--- config.mk ---
export PLATFORM = sky130hd
export DESIGN_NAME = hsb_cmd_engine
export DESIGN_NICKNAME = d
export VERILOG_FILES = /design/src/rtl/hsb_pkg.sv /design/src/rtl/hsb_handshake.sv /design/src/rtl/hsb_len_table.sv /design/src/rtl/hsb_arg_store.sv /design/src/rtl/hsb_cmd_engine.sv
export SDC_FILE = /design/constraint.sdc
export NUM_CORES = 1
export LEC_CHECK = 0
export ABC_AREA = 1
export BUFFER_PORTS_ARGS = -buffer_cell sky130_fd_sc_hd__buf_2
export CORE_UTILIZATION = 50
export CTS_CLUSTER_DIAMETER = 40
export CTS_CLUSTER_SIZE = 10
export DETAILED_ROUTE_END_ITERATION = 10
export PLACE_DENSITY_LB_ADDON = 0.15
export SLEW_MARGIN = 10
export SYNTH_ARGS = -nofsm -noshare
export SYNTH_HDL_FRONTEND = slang
export SYNTH_SLANG_ARGS = --single-unit
--- constraint.sdc ---
create_clock -name clk -period 1.8 [get_ports clk]
set_input_delay 0.09 -clock clk [delete_from_list [all_inputs] [get_ports clk]]
set_output_delay 0.09 -clock clk [all_outputs]
set_load 0.01 [all_outputs]
--- src/rtl/hsb_pkg.sv ---
// Package: shared types and the command length table for the byte engine.
// Assumes 8-bit command codes; table entries not listed default to 0/0.
package hsb_pkg;

    typedef enum logic [1:0] {
        ST_IDLE = 2'd0,
        ST_ARGS = 2'd1,
        ST_DISP = 2'd2,
        ST_RESP = 2'd3
    } eng_state_t;

    typedef struct packed {
        logic       arg_var;
        logic [7:0] arg_len;
        logic       rsp_var;
        logic [7:0] rsp_len;
    } len_entry_t;

    // Returns argument/response lengths for a command code.
    function automatic len_entry_t lookup_lengths(input logic [7:0] code);
        len_entry_t e;
        e = '{arg_var: 1'b0, arg_len: 8'd0, rsp_var: 1'b0, rsp_len: 8'd0};
        case (code)
            8'h10: e.arg_len = 8'd1;
            8'h20: begin e.arg_var = 1'b1; e.rsp_var = 1'b1; end
            8'h30: e.arg_len = 8'd4;
            8'h38: e.rsp_len = 8'd4;
            8'h78: e.rsp_var = 1'b1;
            8'h7F: e.rsp_len = 8'd2;
            default: ;
        endcase
        return e;
    endfunction

endpackage

--- src/rtl/hsb_handshake.sv ---
// Module: request/acknowledge pacing for the byte link.
// Reacts only to a change of req_n; assumes req_n is already synchronous.
// Both lines are active low and idle high; req falling while ack is low
// is treated as invalid and ignored.
module hsb_handshake (
    input  logic clk,
    input  logic rst_n,
    input  logic req_n,
    output logic ack_n,
    output logic new_byte,
    output logic ack_release
);
    logic req_q;
    logic req_changed;

    // Detect a change of the request line and classify it.
    always_comb begin
        req_changed = (req_n != req_q);
        new_byte    = req_changed && !req_n && ack_n;
        ack_release = req_changed &&  req_n && !ack_n;
    end

    // Track the last request level and drive acknowledge.
    always_ff @(posedge clk) begin
        if (!rst_n) begin
            req_q <= 1'b1;
            ack_n <= 1'b1;
        end else begin
            req_q <= req_n;
            if (new_byte)
                ack_n <= 1'b0;
            else if (ack_release)
                ack_n <= 1'b1;
        end
    end

    // acknowledge is only held low while the seen request is low
    a_r2_ack_needs_req: assert property (@(posedge clk) disable iff (!rst_n)
        !ack_n |-> !req_q);

    // a falling acknowledge follows a request fall with ack high
    a_r2_ack_fall_cause: assert property (@(posedge clk) disable iff (!rst_n)
        $fell(ack_n) |-> ($past(!req_n) && $past(ack_n)));

endmodule

--- src/rtl/hsb_len_table.sv ---
// Module: combinational wrapper of the per-command length table.
// Assumes the code input is stable whenever the entry is consumed.
module hsb_len_table
    import hsb_pkg::*;
(
    input  logic [7:0] code,
    output len_entry_t entry
);
    // Look up the table entry for the current code.
    always_comb entry = lookup_lengths(code);
endmodule

--- src/rtl/hsb_arg_store.sv ---
// Module: argument byte slots, one register per slot.
// Assumes the writer never issues wr_en with an index >= CAP.
module hsb_arg_store #(
    parameter int CAP = 8,
    localparam int IW = (CAP > 1) ? $clog2(CAP) : 1
) (
    input  logic           clk,
    input  logic           rst_n,
    input  logic           wr_en,
    input  logic [IW-1:0]  wr_idx,
    input  logic [7:0]     wr_data,
    output logic [8*CAP-1:0] flat
);
    for (genvar g = 0; g < CAP; g++) begin : g_slot
        logic [7:0] slot_q;
        // Hold one argument byte; written when its index is selected.
        always_ff @(posedge clk) begin
            if (!rst_n)
                slot_q <= 8'h00;
            else if (wr_en && (wr_idx == IW'(g)))
                slot_q <= wr_data;
        end
        assign flat[8*g +: 8] = slot_q;
    end
endmodule

--- src/rtl/hsb_cmd_engine.sv ---
// Module: command/response byte engine (top).
// Collects command, optional in-band length and arguments, strobes a
// dispatcher, then returns response bytes one handshake at a time.
// Assumes the dispatcher answers combinationally from cmd_code/args and
// rsp_idx, and that host inputs are synchronous to clk.
module hsb_cmd_engine
    import hsb_pkg::*;
#(
    parameter int ARG_CAP = 8,
    localparam int IW = (ARG_CAP > 1) ? $clog2(ARG_CAP) : 1
) (
    input  logic                 clk,
    input  logic                 rst_n,
    input  logic                 req_n,
    input  logic                 host_wr,
    input  logic [7:0]           sr_in,
    output logic                 ack_n,
    output logic                 byte_done,
    output logic [7:0]           rsp_out,
    output logic                 disp_valid,
    output logic [7:0]           cmd_code,
    output logic [7:0]           arg_count,
    output logic [8*ARG_CAP-1:0] args_flat,
    input  logic                 disp_known,
    input  logic [7:0]           disp_rsp_len,
    output logic [7:0]           rsp_idx,
    input  logic [7:0]           rsp_byte
);
    eng_state_t state;
    len_entry_t tbl;
    logic       new_byte;
    logic       ack_release;
    logic       arg_var, rsp_var, rsp_known;
    logic [7:0] arg_len, rsp_len, rsp_sz, rsp_pos, rx_cnt;
    logic       store_en;
    logic [7:0] disp_size;
    logic       take_in, take_out;

    hsb_handshake u_hs (
        .clk         (clk),
        .rst_n       (rst_n),
        .req_n       (req_n),
        .ack_n       (ack_n),
        .new_byte    (new_byte),
        .ack_release (ack_release)
    );

    hsb_len_table u_tbl (
        .code  (sr_in),
        .entry (tbl)
    );

    hsb_arg_store #(.CAP(ARG_CAP)) u_args (
        .clk     (clk),
        .rst_n   (rst_n),
        .wr_en   (store_en),
        .wr_idx  (rx_cnt[IW-1:0]),
        .wr_data (sr_in),
        .flat    (args_flat)
    );

    // Qualify bytes by direction and derive store/size controls.
    always_comb begin
        take_in   = new_byte && host_wr;
        take_out  = new_byte && !host_wr;
        store_en  = (state == ST_ARGS) && take_in && !arg_var &&
                    (rx_cnt < 8'(ARG_CAP));
        disp_size = disp_known ? disp_rsp_len : (rsp_var ? 8'd0 : rsp_len);
    end

    // Phase sequencing, counters and response byte register.
    always_ff @(posedge clk) begin
        if (!rst_n) begin
            state      <= ST_IDLE;
            cmd_code   <= 8'h00;
            arg_var    <= 1'b0;
            arg_len    <= 8'd0;
            rsp_var    <= 1'b0;
            rsp_len    <= 8'd0;
            rsp_sz     <= 8'd0;
            rsp_pos    <= 8'd0;
            rsp_known  <= 1'b0;
            rx_cnt     <= 8'd0;
            rsp_out    <= 8'h00;
            byte_done  <= 1'b0;
            disp_valid <= 1'b0;
        end else begin
            byte_done  <= 1'b0;
            disp_valid <= 1'b0;
            case (state)
                ST_IDLE: if (take_in) begin
                    cmd_code  <= sr_in;
                    arg_var   <= tbl.arg_var;
                    arg_len   <= tbl.arg_len;
                    rsp_var   <= tbl.rsp_var;
                    rsp_len   <= tbl.rsp_len;
                    rx_cnt    <= 8'd0;
                    rsp_pos   <= 8'd0;
                    byte_done <= 1'b1;
                    if (!tbl.arg_var && tbl.arg_len == 8'd0) begin
                        state      <= ST_DISP;
                        disp_valid <= 1'b1;
                    end else begin
                        state <= ST_ARGS;
                    end
                end
                ST_ARGS: if (take_in) begin
                    byte_done <= 1'b1;
                    if (arg_var) begin
                        arg_var <= 1'b0;
                        arg_len <= sr_in;
                        if (sr_in == 8'd0) begin
                            state      <= ST_DISP;
                            disp_valid <= 1'b1;
                        end
                    end else begin
                        if (rx_cnt != 8'hFF)
                            rx_cnt <= rx_cnt + 8'd1;
                        if ({1'b0, rx_cnt} + 9'd1 == {1'b0, arg_len}) begin
                            state      <= ST_DISP;
                            disp_valid <= 1'b1;
                        end
                    end
                end
                ST_DISP: begin
                    rsp_known <= disp_known;
                    rsp_sz    <= disp_size;
                    if (!rsp_var && rsp_len == 8'd0)
                        state <= ST_IDLE;
                    else
                        state <= ST_RESP;
                end
                ST_RESP: if (take_out) begin
                    byte_done <= 1'b1;
                    if (rsp_var) begin
                        rsp_out <= rsp_sz;
                        rsp_var <= 1'b0;
                        rsp_len <= rsp_sz;
                        if (rsp_sz == 8'd0)
                            state <= ST_IDLE;
                    end else begin
                        rsp_out <= (rsp_known && rsp_pos < rsp_sz) ? rsp_byte : 8'h00;
                        rsp_pos <= rsp_pos + 8'd1;
                        if ({1'b0, rsp_pos} + 9'd1 == {1'b0, rsp_len})
                            state <= ST_IDLE;
                    end
                end
                default: state <= ST_IDLE;
            endcase
        end
    end

    assign arg_count = rx_cnt;
    assign rsp_idx   = rsp_pos;

    // completion pulse lasts one cycle
    a_r3_done_single: assert property (@(posedge clk) disable iff (!rst_n)
        byte_done |=> !byte_done);

    // a completion pulse coincides with the acknowledge falling
    a_r3_done_with_ack: assert property (@(posedge clk) disable iff (!rst_n)
        byte_done |-> (!ack_n && $past(ack_n)));

    // dispatch strobe lasts one cycle
    a_r6_disp_single: assert property (@(posedge clk) disable iff (!rst_n)
        disp_valid |=> !disp_valid);

    // a dispatch strobe is followed by the dispatch phase
    a_r6_disp_phase: assert property (@(posedge clk) disable iff (!rst_n)
        disp_valid |-> (state == ST_DISP));

    // fixed-length playback never runs past the response length
    a_r8_pos_bound: assert property (@(posedge clk) disable iff (!rst_n)
        (state == ST_RESP && !rsp_var) |-> (rsp_pos < rsp_len));

endmodule

==> results.json <==
{
  "hold_class": "primary input to flip-flop",
  "cts_tree": "done",
  "grt_pass1_wl_mm": 28.05,
  "share_comb_of_total_power_pct": 25.5,
  "dieArea_um2": 13060,
  "async_reset_ff_share_pct": 0,
  "avgRoutedWirePerCell_um": 15.71,
  "syn-cell-area_um2": 6305,
  "first_iter_violations": 562,
  "status": "complete, but fails checks",
  "grt-ovfl-total": 0,
  "period_share_pct": 103.8,
  "die_y_um": 114.3,
  "synth-xor-area-share_pct": 0.8335,
  "clock_power_share_pct": 38.2,
  "cp.arrival_ns": 2.18,
  "synth_top_area_cell": "dfxtp_1",
  "slew_headroom_pct": 71.02,
  "switchingPower_mw": 2.954,
  "seq_area_frac_synth_pct": 40.96,
  "core.rowCount": 40,
  "ys_ff_latch": 129,
  "synth-adder-area-share_pct": 2.778,
  "drtAntennaViolNets": 0,
  "wirelength_mm": 18.05,
  "max_cap_viol_count": 0,
  "max_clock_freq_ghz": 0.5353,
  "synth_compound_area_share_pct": 24.99,
  "syn2layout_area_growth_pct": 31.81,
  "synth-main-ff-cell": "dfxtp_1",
  "yosys_warnings": 0,
  "first_pass_iters": 6,
  "post-route-drc-count": 0,
  "die_w_um": 114.3,
  "antenna_cells": 0,
  "critPathKind": "flip-flop to flip-flop",
  "clockBufferDepth": 2,
  "rsz0062_at_grt": "yes",
  "cts_root_buf": "clkbuf_16",
  "finClkSkew_ns": 0.007014,
  "worst_pin_slew_ns": 0.4347,
  "worstHoldPathCells": 3,
  "fin_ws_ns": -0.06812,
  "syn-num-nets": 840,
  "io_buffers": 127,
  "peakVddDrop_mv": 0.6585,
  "grt_max_degree": 47,
  "ys_top_cells_by_count": "129 x dfxtp_1, 116 x inv_1, 102 x nand2_1",
  "synthCells": 797,
  "synth_edf_count": 0,
  "clkTransAtPathRegs_ns": 0.06,
  "tns_ns": -0.1097,
  "syn_avg_cell_area_um2": 7.911,
  "seqPwrFrac_pct": 36.3,
  "failed_checks": "negative setup slack",
  "drive_gt1_share_pct": 31.70,
  "ff2ff_path_depth": 13,
  "setup_viol_count_final": 3,
  "fp.coreArea_um2": 12160,
  "endpoint_kind": "flip-flop",
  "ios": 128,
  "antenna_found_initial": 0,
  "synth_top_family_by_area": "compound AO/OA/AOI/OAI gates",
  "synth_top_area_share_pct": 40.96,
  "power_mw": 9.231,
  "p_leak_nw": 3.568,
  "hold_viol": 0,
  "drt-vias-per-instance": 5.407,
  "power.internal_mw": 6.277,
  "critPathMaxFanout": 5,
  "gp_congestion": 0.9502,
  "yosys.area_share.simple_pct": 19.92,
  "critPathRequiredTime_ns": 2.11,
  "nets": 1012,
  "synth_mux_area_share_pct": 0,
  "synth_area_leaders": "dfxtp_1 41%, a211oi_2 9.5%, inv_1 6.9%",
  "start_util_pct": 51.84,
  "vias": 6213,
  "min_period_ns": 1.868,
  "hpwlAfterDp_mm": 12.42,
  "netSwitchingFraction_pct": 32.00,
  "yosysMostFrequentCell": "dfxtp_1",
  "p_per_area_nw_per_um2": 1111,
  "synthDistinctLibCells": 41,
  "globalRouteTotalUtil_pct": 27.74,
  "h-tree-depth": 4,
  "final_max_slew_viol_count": 0,
  "cts.sinks": 129,
  "clk_latency_ns": 0.42,
  "cts_buffers": 17,
  "start_kind": "flip-flop",
  "grt_pass1_vias": 5845
}
per-stage QoR:
stage	utilization [%]	cells	hold slack (ns)	worst slack (ns)	instance area [um^2]
global route	68.33	1149	0.007643	-0.1990	8310
finish	68.33	1149	0.01840	-0.06812	8310
global placement	60.23	1096	0.2962	0.02864	7325
detailed placement	60.23	1096	0.3132	-0.02841	7325
floorplan	-	797	0.2061	-0.06617	6335
CTS	66.60	1141	0.007992	0.002478	8100
layout make-up:
type | instances | area [um^2]
well taps | 168 | 210.2
flip-flops and latches | 129 | 2595
repair buffers | 192 | 1229
multi-input cells | 509 | 3216
fillers | 1003 | 3851
clock inverters | 9 | 131.4
clock buffers | 22 | 474.2
inverters | 120 | 455.4
registers in the layout, indices dropped and copies added (netlist names):
name	count
arg_count	8
arg_len	8
arg_var	1
byte_done	1
cmd_code	8
disp_valid	1
rsp_idx	8
rsp_known	1
rsp_len	8
rsp_out	8
rsp_sz	8
rsp_var	1
state	2
u_args.g_slot.slot_q	64
u_hs.ack_n	1
u_hs.req_q	1
cell usage in the layout (no fill, tap or decap), types with 2 or more instances in the layout:
master and n:
nand3_1 35, inv_2 5, xnor2_1 2, a21oi_1 81, nor2_4 8, o22ai_1 5, ha_4 2, xor2_1 4
nand2_1 98, clkinvlp_4 4, nand2_4 3, buf_12 6, nand2_8 4, clkbuf_16 17, o32ai_1 4, clkinv_2 3
nor3_1 3, inv_1 112, dlygate4sd3_1 12, nand3_2 3, a211oi_2 48, nand3b_1 11, o21ai_0 46, a31oi_1 5
bufinv_16 3, o21ai_1 3, o211ai_1 6, dfxtp_1 121, nand4_1 10, clkbuf_8 3, dfxtp_2 7, nor2_1 69
clkbuf_1 2, nand2_2 4, buf_4 47, a211oi_1 21, buf_2 127, nor2_2 10, ha_1 12
worst paths after layout:
| path | start | to | slack [ns] |
|---|---|---|---|
| hold reg to reg | u_args.g_slot[0].slot_q[6]$_SDFFE_PN0P_ | u_args.g_slot[0].slot_q[6]$_SDFFE_PN0P_ | 0.46 |
| setup / recovery | arg_count[5]$_SDFFE_PN0P_ | state[1]$_SDFFE_PN0P_ | -0.07 |
| setup reg to reg | arg_count[5]$_SDFFE_PN0P_ | state[1]$_SDFFE_PN0P_ | -0.07 |
| hold / removal | disp_rsp_len[2] | rsp_sz[2]$_SDFFE_PN0P_ | 0.02 |
layer usage:
metal | share of wire (%) | global-route usage (%) | vias to the layer above
li1 | - | - | 3034
met1 | 43 | 34.92 | 2856
met2 | 46 | 44.32 | 270
met3 | 7.9 | 6.882 | 53
met4 | 2.9 | 13.77 | 0
met5 | 0 | 0 | -
power groups by stage:
stage	combinational [mW]	sequential [mW]	clock, mW
finish	2.35	3.35	3.53
global route	2.61	3.37	3.68
CTS	2.15	3.32	3.56
detailed placement	2.10	3.38	0
global placement	2.02	3.37	0
floorplan	1.44	3.36	0
critical path, stage by stage, from the launching register on:
cell and delay, ns:
dfxtp_1 0.45, buf_4 0.16, nand2_1 0.05, nor2_1 0.09, nand2_1 0.07, or2_1 0.24, nand2_1 0.12, nand2_1 0.08
nand2_1 0.07, nand3_1 0.09, nand2_2 0.10, nand4_1 0.10, nand2_1 0.08, nor2_1 0.05
logic make-up after synthesis:
group,count (synthesis)
simple gates,265
xor+xnor,6
fa+ha+maj,14
buf+inv,161
flops,129
compound gates,222
timing repair:
action                     4_1_cts  5_1_grt
hold endpoints to repair        12        0
gates cloned                     0        2
setup buffers                    2        6
setup endpoints to repair        3       92
hold buffers                    12        0
pin swaps                        1        6
resized for setup                6       31
No activity file was read; power rests on OpenSTA's default activity.
